<file path="config.mk">
export PLATFORM = sky130hd
export DESIGN_NAME = stack_frame_cache
export DESIGN_NICKNAME = d
export VERILOG_FILES = /design/src/rtl/sfc_pkg.sv /design/src/rtl/sfc_datapath.sv /design/src/rtl/sfc_control.sv /design/src/rtl/stack_frame_cache.sv
export SDC_FILE = /design/constraint.sdc
export NUM_CORES = 2
export LEC_CHECK = 0
export BUFFER_PORTS_ARGS = -buffer_cell sky130_fd_sc_hd__buf_2
export CAP_MARGIN = 20
export CORE_ASPECT_RATIO = 1.25
export CORE_MARGIN = 1.5
export CORE_UTILIZATION = 50
export CTS_CLUSTER_DIAMETER = 60
export CTS_CLUSTER_SIZE = 28
export DETAILED_ROUTE_END_ITERATION = 12
export PLACE_DENSITY = 0.71
export SYNTH_ARGS = -nofsm -noshare
export SYNTH_HDL_FRONTEND = slang
export SYNTH_SLANG_ARGS = --single-unit
</file>
<file path="constraint.sdc">
create_clock -name clk -period 5.1 [get_ports clk]
set_input_delay 1.02 -clock clk [delete_from_list [all_inputs] [get_ports clk]]
set_output_delay 1.02 -clock clk [all_outputs]
set_load 0.005 [all_outputs]
</file>
<file path="src/rtl/sfc_pkg.sv">
package sfc_pkg;

  typedef enum logic [1:0] {
    ST_IDLE,
    ST_WBACK,
    ST_FILL,
    ST_BYPASS
  } ctlState_e;

  typedef enum logic [1:0] {
    RSP_ENTRY,
    RSP_BACK,
    RSP_WDATA
  } rspSrc_e;

  typedef struct packed {
    logic    fillEntry;
    logic    storeEntry;
    logic    cleanEntry;
    logic    dropFrame;
    logic    bsVictim;
    logic    rspCap;
    logic    rspHit;
    rspSrc_e rspSrc;
  } ctlStrobe_t;

endpackage

</file>
<file path="src/rtl/sfc_datapath.sv">
module sfc_datapath
  import sfc_pkg::*;
#(
  parameter int DATA_W      = 64,
  parameter int ENTRIES     = 32,
  parameter int RSV_ENTRIES = 8,
  parameter int OFF_W       = 8,
  parameter int DEPTH_W     = 4
) (
  input  logic                     clk,
  input  logic                     rst,
  input  logic [OFF_W-1:0]         reqOff,
  input  logic [DATA_W-1:0]        reqWData,
  input  logic [DEPTH_W-1:0]       depth,
  input  logic [DATA_W-1:0]        bsRData,
  input  ctlStrobe_t               strb,
  output logic                     inRange,
  output logic                     entValid,
  output logic                     entDirty,
  output logic [DEPTH_W-1:0]       entTag,
  output logic [DEPTH_W+OFF_W-1:0] bsAddr,
  output logic [DATA_W-1:0]        bsWData,
  output logic                     rspValid,
  output logic [DATA_W-1:0]        rspData,
  output logic                     rspHit
);

  localparam int IDX_W = $clog2(ENTRIES);
  localparam int LIMIT = ENTRIES - RSV_ENTRIES;

  logic [IDX_W-1:0]   idx;
  logic [IDX_W-1:0]   victimIdx;
  logic [OFF_W-1:0]   victimOff;
  logic [DATA_W-1:0]  entData;
  logic [ENTRIES-1:0] validVec;
  logic [ENTRIES-1:0] dirtyVec;
  logic [DEPTH_W-1:0] tagArr  [ENTRIES];
  logic [DATA_W-1:0]  dataArr [ENTRIES];

  // odd frames walk the array from the far end
  always_comb begin
    idx       = depth[0] ? ~reqOff[IDX_W-1:0] : reqOff[IDX_W-1:0];
    inRange   = (reqOff < OFF_W'(LIMIT));
    entValid  = validVec[idx];
    entDirty  = dirtyVec[idx];
    entTag    = tagArr[idx];
    entData   = dataArr[idx];
    victimIdx = entTag[0] ? ~idx : idx;
    victimOff = OFF_W'(victimIdx);
  end

  for (genvar e = 0; e < ENTRIES; e++) begin : g_entry
    logic               sel;
    logic               vQ;
    logic               dQ;
    logic [DEPTH_W-1:0] tQ;
    logic [DATA_W-1:0]  wQ;

    assign sel = (idx == IDX_W'(e));

    always_ff @(posedge clk) begin
      if (rst) begin
        vQ <= 1'b0;
        dQ <= 1'b0;
      end else if (strb.dropFrame && vQ && (tQ == depth)) begin
        vQ <= 1'b0;
        dQ <= 1'b0;
      end else if (sel && (strb.fillEntry || strb.storeEntry)) begin
        vQ <= 1'b1;
        dQ <= strb.storeEntry;
      end else if (sel && strb.cleanEntry) begin
        dQ <= 1'b0;
      end
    end

    always_ff @(posedge clk) begin
      if (sel && (strb.fillEntry || strb.storeEntry)) tQ <= depth;
      if (sel && strb.fillEntry)       wQ <= bsRData;
      else if (sel && strb.storeEntry) wQ <= reqWData;
    end

    assign validVec[e] = vQ;
    assign dirtyVec[e] = dQ;
    assign tagArr[e]   = tQ;
    assign dataArr[e]  = wQ;
  end

  always_comb begin
    if (strb.bsVictim) begin
      bsAddr  = {entTag, victimOff};
      bsWData = entData;
    end else begin
      bsAddr  = {depth, reqOff};
      bsWData = reqWData;
    end
  end

  always_ff @(posedge clk) begin
    if (rst) rspValid <= 1'b0;
    else     rspValid <= strb.rspCap;
    if (strb.rspCap) begin
      rspHit <= strb.rspHit;
      case (strb.rspSrc)
        RSP_ENTRY: rspData <= entData;
        RSP_BACK:  rspData <= bsRData;
        default:   rspData <= reqWData;
      endcase
    end
  end


  dirty_victim_chk: assert property (@(posedge clk) disable iff (rst)
    ((strb.fillEntry || strb.storeEntry) && entValid && entDirty) |-> (entTag == depth));

endmodule

</file>
<file path="src/rtl/sfc_control.sv">
module sfc_control
  import sfc_pkg::*;
#(
  parameter int DEPTH_W = 4
) (
  input  logic               clk,
  input  logic               rst,
  input  logic               reqValid,
  input  logic               reqWrite,
  input  logic               callEvt,
  input  logic               retEvt,
  input  logic               inRange,
  input  logic               entValid,
  input  logic               entDirty,
  input  logic [DEPTH_W-1:0] entTag,
  input  logic               bsAck,
  input  logic               rspValid,
  input  logic               rspHit,
  output logic [DEPTH_W-1:0] depth,
  output logic               stall,
  output logic               bsReq,
  output logic               bsWrite,
  output ctlStrobe_t         strb
);

  localparam logic [DEPTH_W-1:0] DEPTH_MAX = {DEPTH_W{1'b1}};

  ctlState_e state;
  ctlState_e nxtState;
  logic      hit;
  logic      evtOk;
  logic      doCall;
  logic      doRet;

  always_comb begin
    hit      = inRange && entValid && (entTag == depth);
    strb     = '0;
    stall    = 1'b0;
    bsReq    = 1'b0;
    bsWrite  = 1'b0;
    nxtState = state;
    case (state)
      ST_IDLE: begin
        if (reqValid) begin
          if (!inRange) begin
            stall    = 1'b1;
            nxtState = ST_BYPASS;
          end else if (hit) begin
            strb.storeEntry = reqWrite;
            strb.rspCap     = 1'b1;
            strb.rspHit     = 1'b1;
            strb.rspSrc     = reqWrite ? RSP_WDATA : RSP_ENTRY;
          end else if (entValid && entDirty) begin
            stall    = 1'b1;
            nxtState = ST_WBACK;
          end else if (reqWrite) begin
            strb.storeEntry = 1'b1;
            strb.rspCap     = 1'b1;
            strb.rspSrc     = RSP_WDATA;
          end else begin
            stall    = 1'b1;
            nxtState = ST_FILL;
          end
        end
      end
      ST_WBACK: begin
        bsReq         = 1'b1;
        bsWrite       = 1'b1;
        strb.bsVictim = 1'b1;
        stall         = 1'b1;
        if (bsAck) begin
          strb.cleanEntry = 1'b1;
          nxtState        = ST_IDLE;
        end
      end
      ST_FILL: begin
        bsReq = 1'b1;
        stall = !bsAck;
        if (bsAck) begin
          strb.fillEntry = 1'b1;
          strb.rspCap    = 1'b1;
          strb.rspSrc    = RSP_BACK;
          nxtState       = ST_IDLE;
        end
      end
      default: begin
        bsReq   = 1'b1;
        bsWrite = reqWrite;
        stall   = !bsAck;
        if (bsAck) begin
          strb.rspCap = 1'b1;
          strb.rspSrc = reqWrite ? RSP_WDATA : RSP_BACK;
          nxtState    = ST_IDLE;
        end
      end
    endcase
    evtOk          = (state == ST_IDLE) && !stall;
    doCall         = evtOk && callEvt && !retEvt && (depth != DEPTH_MAX);
    doRet          = evtOk && retEvt && !callEvt && (depth != '0);
    strb.dropFrame = doRet;
  end

  always_ff @(posedge clk) begin
    if (rst) begin
      state <= ST_IDLE;
      depth <= '0;
    end else begin
      state <= nxtState;
      if (doCall)     depth <= depth + 1'b1;
      else if (doRet) depth <= depth - 1'b1;
    end
  end


  hit_rsp_chk: assert property (@(posedge clk) disable iff (rst)
    (state == ST_IDLE && reqValid && !stall && inRange && entValid && entTag == depth)
      |=> (rspValid && rspHit));


  fill_rsp_chk: assert property (@(posedge clk) disable iff (rst)
    (state == ST_FILL && bsAck) |=> (rspValid && !rspHit));


  store_nofetch_chk: assert property (@(posedge clk) disable iff (rst)
    (state == ST_IDLE && reqValid && reqWrite && inRange && !(entValid && entDirty))
      |=> !bsReq);


  ret_floor_chk: assert property (@(posedge clk) disable iff (rst)
    (state == ST_IDLE && !stall && retEvt && !callEvt && depth == '0) |=> (depth == '0));

endmodule

</file>
<file path="src/rtl/stack_frame_cache.sv">
module stack_frame_cache
  import sfc_pkg::*;
#(
  parameter int DATA_W      = 64,
  parameter int ENTRIES     = 32,
  parameter int RSV_ENTRIES = 8,
  parameter int OFF_W       = 8,
  parameter int DEPTH_W     = 4
) (
  input  logic                     clk,
  input  logic                     rst,
  input  logic                     reqValid,
  input  logic                     reqWrite,
  input  logic [OFF_W-1:0]         reqOff,
  input  logic [DATA_W-1:0]        reqWData,
  output logic                     stall,
  output logic                     rspValid,
  output logic [DATA_W-1:0]        rspData,
  output logic                     rspHit,
  input  logic                     callEvt,
  input  logic                     retEvt,
  output logic                     bsReq,
  output logic                     bsWrite,
  output logic [DEPTH_W+OFF_W-1:0] bsAddr,
  output logic [DATA_W-1:0]        bsWData,
  input  logic                     bsAck,
  input  logic [DATA_W-1:0]        bsRData
);

  ctlStrobe_t         strb;
  logic [DEPTH_W-1:0] depth;
  logic [DEPTH_W-1:0] entTag;
  logic               inRange;
  logic               entValid;
  logic               entDirty;

  sfc_control #(.DEPTH_W(DEPTH_W)) u_ctl (
    .clk(clk), .rst(rst), .reqValid(reqValid), .reqWrite(reqWrite),
    .callEvt(callEvt), .retEvt(retEvt), .inRange(inRange),
    .entValid(entValid), .entDirty(entDirty), .entTag(entTag),
    .bsAck(bsAck), .rspValid(rspValid), .rspHit(rspHit), .depth(depth),
    .stall(stall), .bsReq(bsReq), .bsWrite(bsWrite), .strb(strb)
  );

  sfc_datapath #(
    .DATA_W(DATA_W), .ENTRIES(ENTRIES), .RSV_ENTRIES(RSV_ENTRIES),
    .OFF_W(OFF_W), .DEPTH_W(DEPTH_W)
  ) u_dp (
    .clk(clk), .rst(rst), .reqOff(reqOff), .reqWData(reqWData),
    .depth(depth), .bsRData(bsRData), .strb(strb), .inRange(inRange),
    .entValid(entValid), .entDirty(entDirty), .entTag(entTag),
    .bsAddr(bsAddr), .bsWData(bsWData), .rspValid(rspValid),
    .rspData(rspData), .rspHit(rspHit)
  );

endmodule

</file>
==> impl_metrics.env <==
export IMPL_r2r_start="u_ctl.depth[0]"
export IMPL_syn_inst=7733
export IMPL_ys_warn_count=0
export IMPL_grtUsageTotal_pct=35.01
export IMPL_fin_util_pct=57.69
export IMPL_grt_pass1_vias=78830
export IMPL_status="finished, violations left"
export IMPL_violations="negative setup slack"
export IMPL_gp_congestion=0.9321
export IMPL_fin_nets=8130
export IMPL_slew_violations=0
export IMPL_core_area_um2=239700
export IMPL_critPathRequiredTime_ns=4.08
export IMPL_seq_area_frac_synth_pct=57.02
export IMPL_path_buf_inv=5
export IMPL_antenna_found_initial=29
export IMPL_synth_most_common_cell="edfxtp_1"
export IMPL_rsz0062_at_grt="true"
export IMPL_startpoint="u_ctl.depth[0]"
export IMPL_fmax_mhz=196.0
export IMPL_die_h_um=551.9
export IMPL_cts_max_path_buffers=4
export IMPL_cp_max_fo=63
export IMPL_insertion_delay_ns=0.92
export IMPL_drt_pass1_iterations=8
export IMPL_hold_viol_final=0
export IMPL_tightest_slew_ns=1.305
export IMPL_cap_violations=0
export IMPL_clock_skew_ns=0.06578
export IMPL_cp_slowest_stage_delay_ns=0.55
export IMPL_crit_path_start_kind="register"
export IMPL_endpoint_kind="primary output"
export IMPL_totalWireLength_um=440100
export IMPL_num_vias=80510
export IMPL_io_buffers=287
export IMPL_clockRootBuffer="clkbuf_16"
export IMPL_min_from="u_dp.g_entry[25].vQ"
export IMPL_fp_dieW_um=442.1
export IMPL_criticalPathCategory="register to primary output"
export IMPL_crit_arrival_ns=4.08
export IMPL_slew_limit_headroom_pct=12.97
export IMPL_drive_above_1_share_pct=50.73
export IMPL_period_needed_ns=5.103
export IMPL_ir_drop_mv=0.2605
export IMPL_dpl_cell_area_um2=130700
export IMPL_drc=0
export IMPL_filler_cell_count=18220
export IMPL_routed_via_density=7.146
export IMPL_hpwlAfterDp_um=258400
export IMPL_io_pin_count=288
export IMPL_synth_area_um2=120500
export IMPL_cellLeakagePower_nw=46.66
export IMPL_grt_max_degree=71
export IMPL_power_density_nw_per_um2=304.1
export IMPL_path_cells="buf_8 > or3b_2 > buf_4 > nand2_4 > buf_16 > a221o_1 > o22ai_2 > buf_4 > o21ai_0 > buf_2"
export IMPL_num_rows=201
export IMPL_ant_nets=0
export IMPL_grt_ovfl_total=0
export IMPL_grt_pass1_wl_um=605800
export IMPL_drt_iter0_drc=13040
export IMPL_cts_sinks=2312
export IMPL_syn_num_nets=7879
export IMPL_fin_crit_sh_pct=100.1
export IMPL_cp_common_cell="buf_4"
export IMPL_crit_slowest_cell="buf_16"
export IMPL_holdBufCountCts=0
export IMPL_syn_avg_cell_area_um2=15.58
export IMPL_routedWlPerCell_um=39.07
export IMPL_synth_top_cell_area_share_pct=55.84
export IMPL_synth_common_cells="2241 x edfxtp_1, 2060 x mux2_2, 795 x clkbuf_1, 550 x mux4_2, 256 x o21ai_0"
export IMPL_ys_seq_elements=2312
export IMPL_start_util_pct=50.28
export IMPL_hold_class="register to register"
export IMPL_setup_viol=1
export IMPL_synthArstFlopShare_pct=0
export IMPL_area_delta_synth_final_pct=14.74
export IMPL_synth_area_leaders="edfxtp_1 56%, mux2_2 19%, mux4_2 10%"
export IMPL_ys_flop_type="edfxtp_1"
export IMPL_postLayoutCellArea_um2=138300
export IMPL_cts_max_level=4
export IMPL_cp_top_family="buffers and inverters"
export IMPL_layout_setup_ws_ns=-0.002680
export IMPL_cts_clk_slew_worst_paths_ns=0.09
export IMPL_cts_tree="yes"
export IMPL_die_area_um2=244000
export IMPL_numCtsBuffers=157
export IMPL_synth_edff_count=2241
export IMPL_yosys_area_top_type="edfxtp_1"
export IMPL_ys_types=79
what timing repair did:
item	CTS	global route
hold endpoints to repair	0	0
setup endpoints to repair	69	55
gates cloned	6	14
resized for setup	100	105
pin swaps	7	23
setup buffers	31	29
power by group:
part / internal (mW) / total (mW) / switching (mW) / leakage (nW)
clock network: 6.44 / 14.3 / 7.84 / 2.67
registers: 20.9 / 21.0 / 0.0373 / 20.7
logic: 3.05 / 6.80 / 3.75 / 23.3
cells in the final DEF (no fill, tap or decap), types with 76 or more instances in the layout:
cell / instances
buf_4: 453
mux2_2: 2060
nand2_1: 190
edfxtp_1: 2241
buf_2: 283
mux4_2: 550
a221oi_1: 141
buf_12: 224
o21ai_0: 207
xnor2_1: 98
clkbuf_16: 172
mux2i_1: 232
o211ai_1: 76
kinds of logic (layout without fill, tap and decap cells):
family / count (synthesis) / count (layout) / synth area share [%]
AOI/OAI and AO/OA: 888 / 888 / 5.148
xor gates and xnor gates: 139 / 139 / 1.023
adders and majority gates: 3 / 3 / 0.03738
buffers and inverters: 1042 / 1412 / 3.368
DFF: 2312 / 2312 / 57.02
muxes: 2845 / 2845 / 31.48
other: 0 / 17 / 0
and+or+nand+nor: 504 / 504 / 1.919
state kept, by name (all words and copies together) (netlist names):
signal           flops
u_ctl.depth          4
u_ctl.state          2
u_dp.g_entry.dQ     32
u_dp.g_entry.tQ    128
u_dp.g_entry.vQ     32
u_dp.g_entry.wQ   2048
u_dp.rspData        64
u_dp.rspHit          1
u_dp.rspValid        1
stage by stage:
step                       TNS (ns)  worst slack, ns  instances  total power [mW]  hold WS (ns)
after detailed placement    -142.19          -0.4528      10890             27.57        0.4873
after CTS                  -0.09589         -0.05023      11210             41.70        0.4689
final                     -0.002680        -0.002680      11270             42.04        0.5051
after global routing        -0.2080         -0.04380      11260             42.93        0.5263
after floorplan                   0         0.005934       7733             25.11        0.4613
after global placement       -57.83          -0.4797      10890             27.44        0.4847
worst register-to-register path, stage by stage (launching register included):
cell        delay [ns]
dfxtp_4           0.40
buf_12            0.16
buf_4             0.18
or3b_4            0.39
a21boi_2          0.17
buf_6             0.13
buf_4             0.18
a211oi_4          0.23
nor4_2            0.10
buf_4             0.16
o21a_1            0.19
o22ai_2           0.18
buf_4             0.16
o41ai_4           0.07
buf_12            0.19
buf_4             0.17
o21ai_1           0.45
clkinvlp_4        0.53
buf_12            0.33
per-layer routing:
layer | vias up | global-route usage (%) | part of all wire (%)
met4 | 14 | 18.41 | 6.0
met2 | 6296 | 54.96 | 46
met5 | - | 0 | 0.020
li1 | 31280 | - | -
met1 | 41590 | 45.26 | 35
met3 | 1333 | 8.529 | 13
final cells by class:
cell class / instances / area, um^2 / area share [%]
Sequential cell: 2312 / 68720 / 49.71
Antenna cell: 17 / 42.54 / 0.03077
Inverter: 103 / 508.0 / 0.3674
Multi-Input combinational cell: 4379 / 48770 / 35.27
Tap cell: 3146 / 3936 / 2.847
Timing Repair Buffer: 1031 / 10750 / 7.773
Clock buffer: 164 / 4019 / 2.907
Clock inverter: 114 / 1515 / 1.096
final timing paths:
kind                                          endpoint  slack [ns]  cells after the start
worst min-delay path               u_dp.g_entry[25].vQ        0.51                      2
worst max register to register  u_dp.g_entry[7].wQ[46]        0.41                     18
worst min register to register     u_dp.g_entry[25].vQ        0.51                      2
worst max-delay path                       bsWData[57]      -0.003                     10
Power figures use the tool's default switching activity.
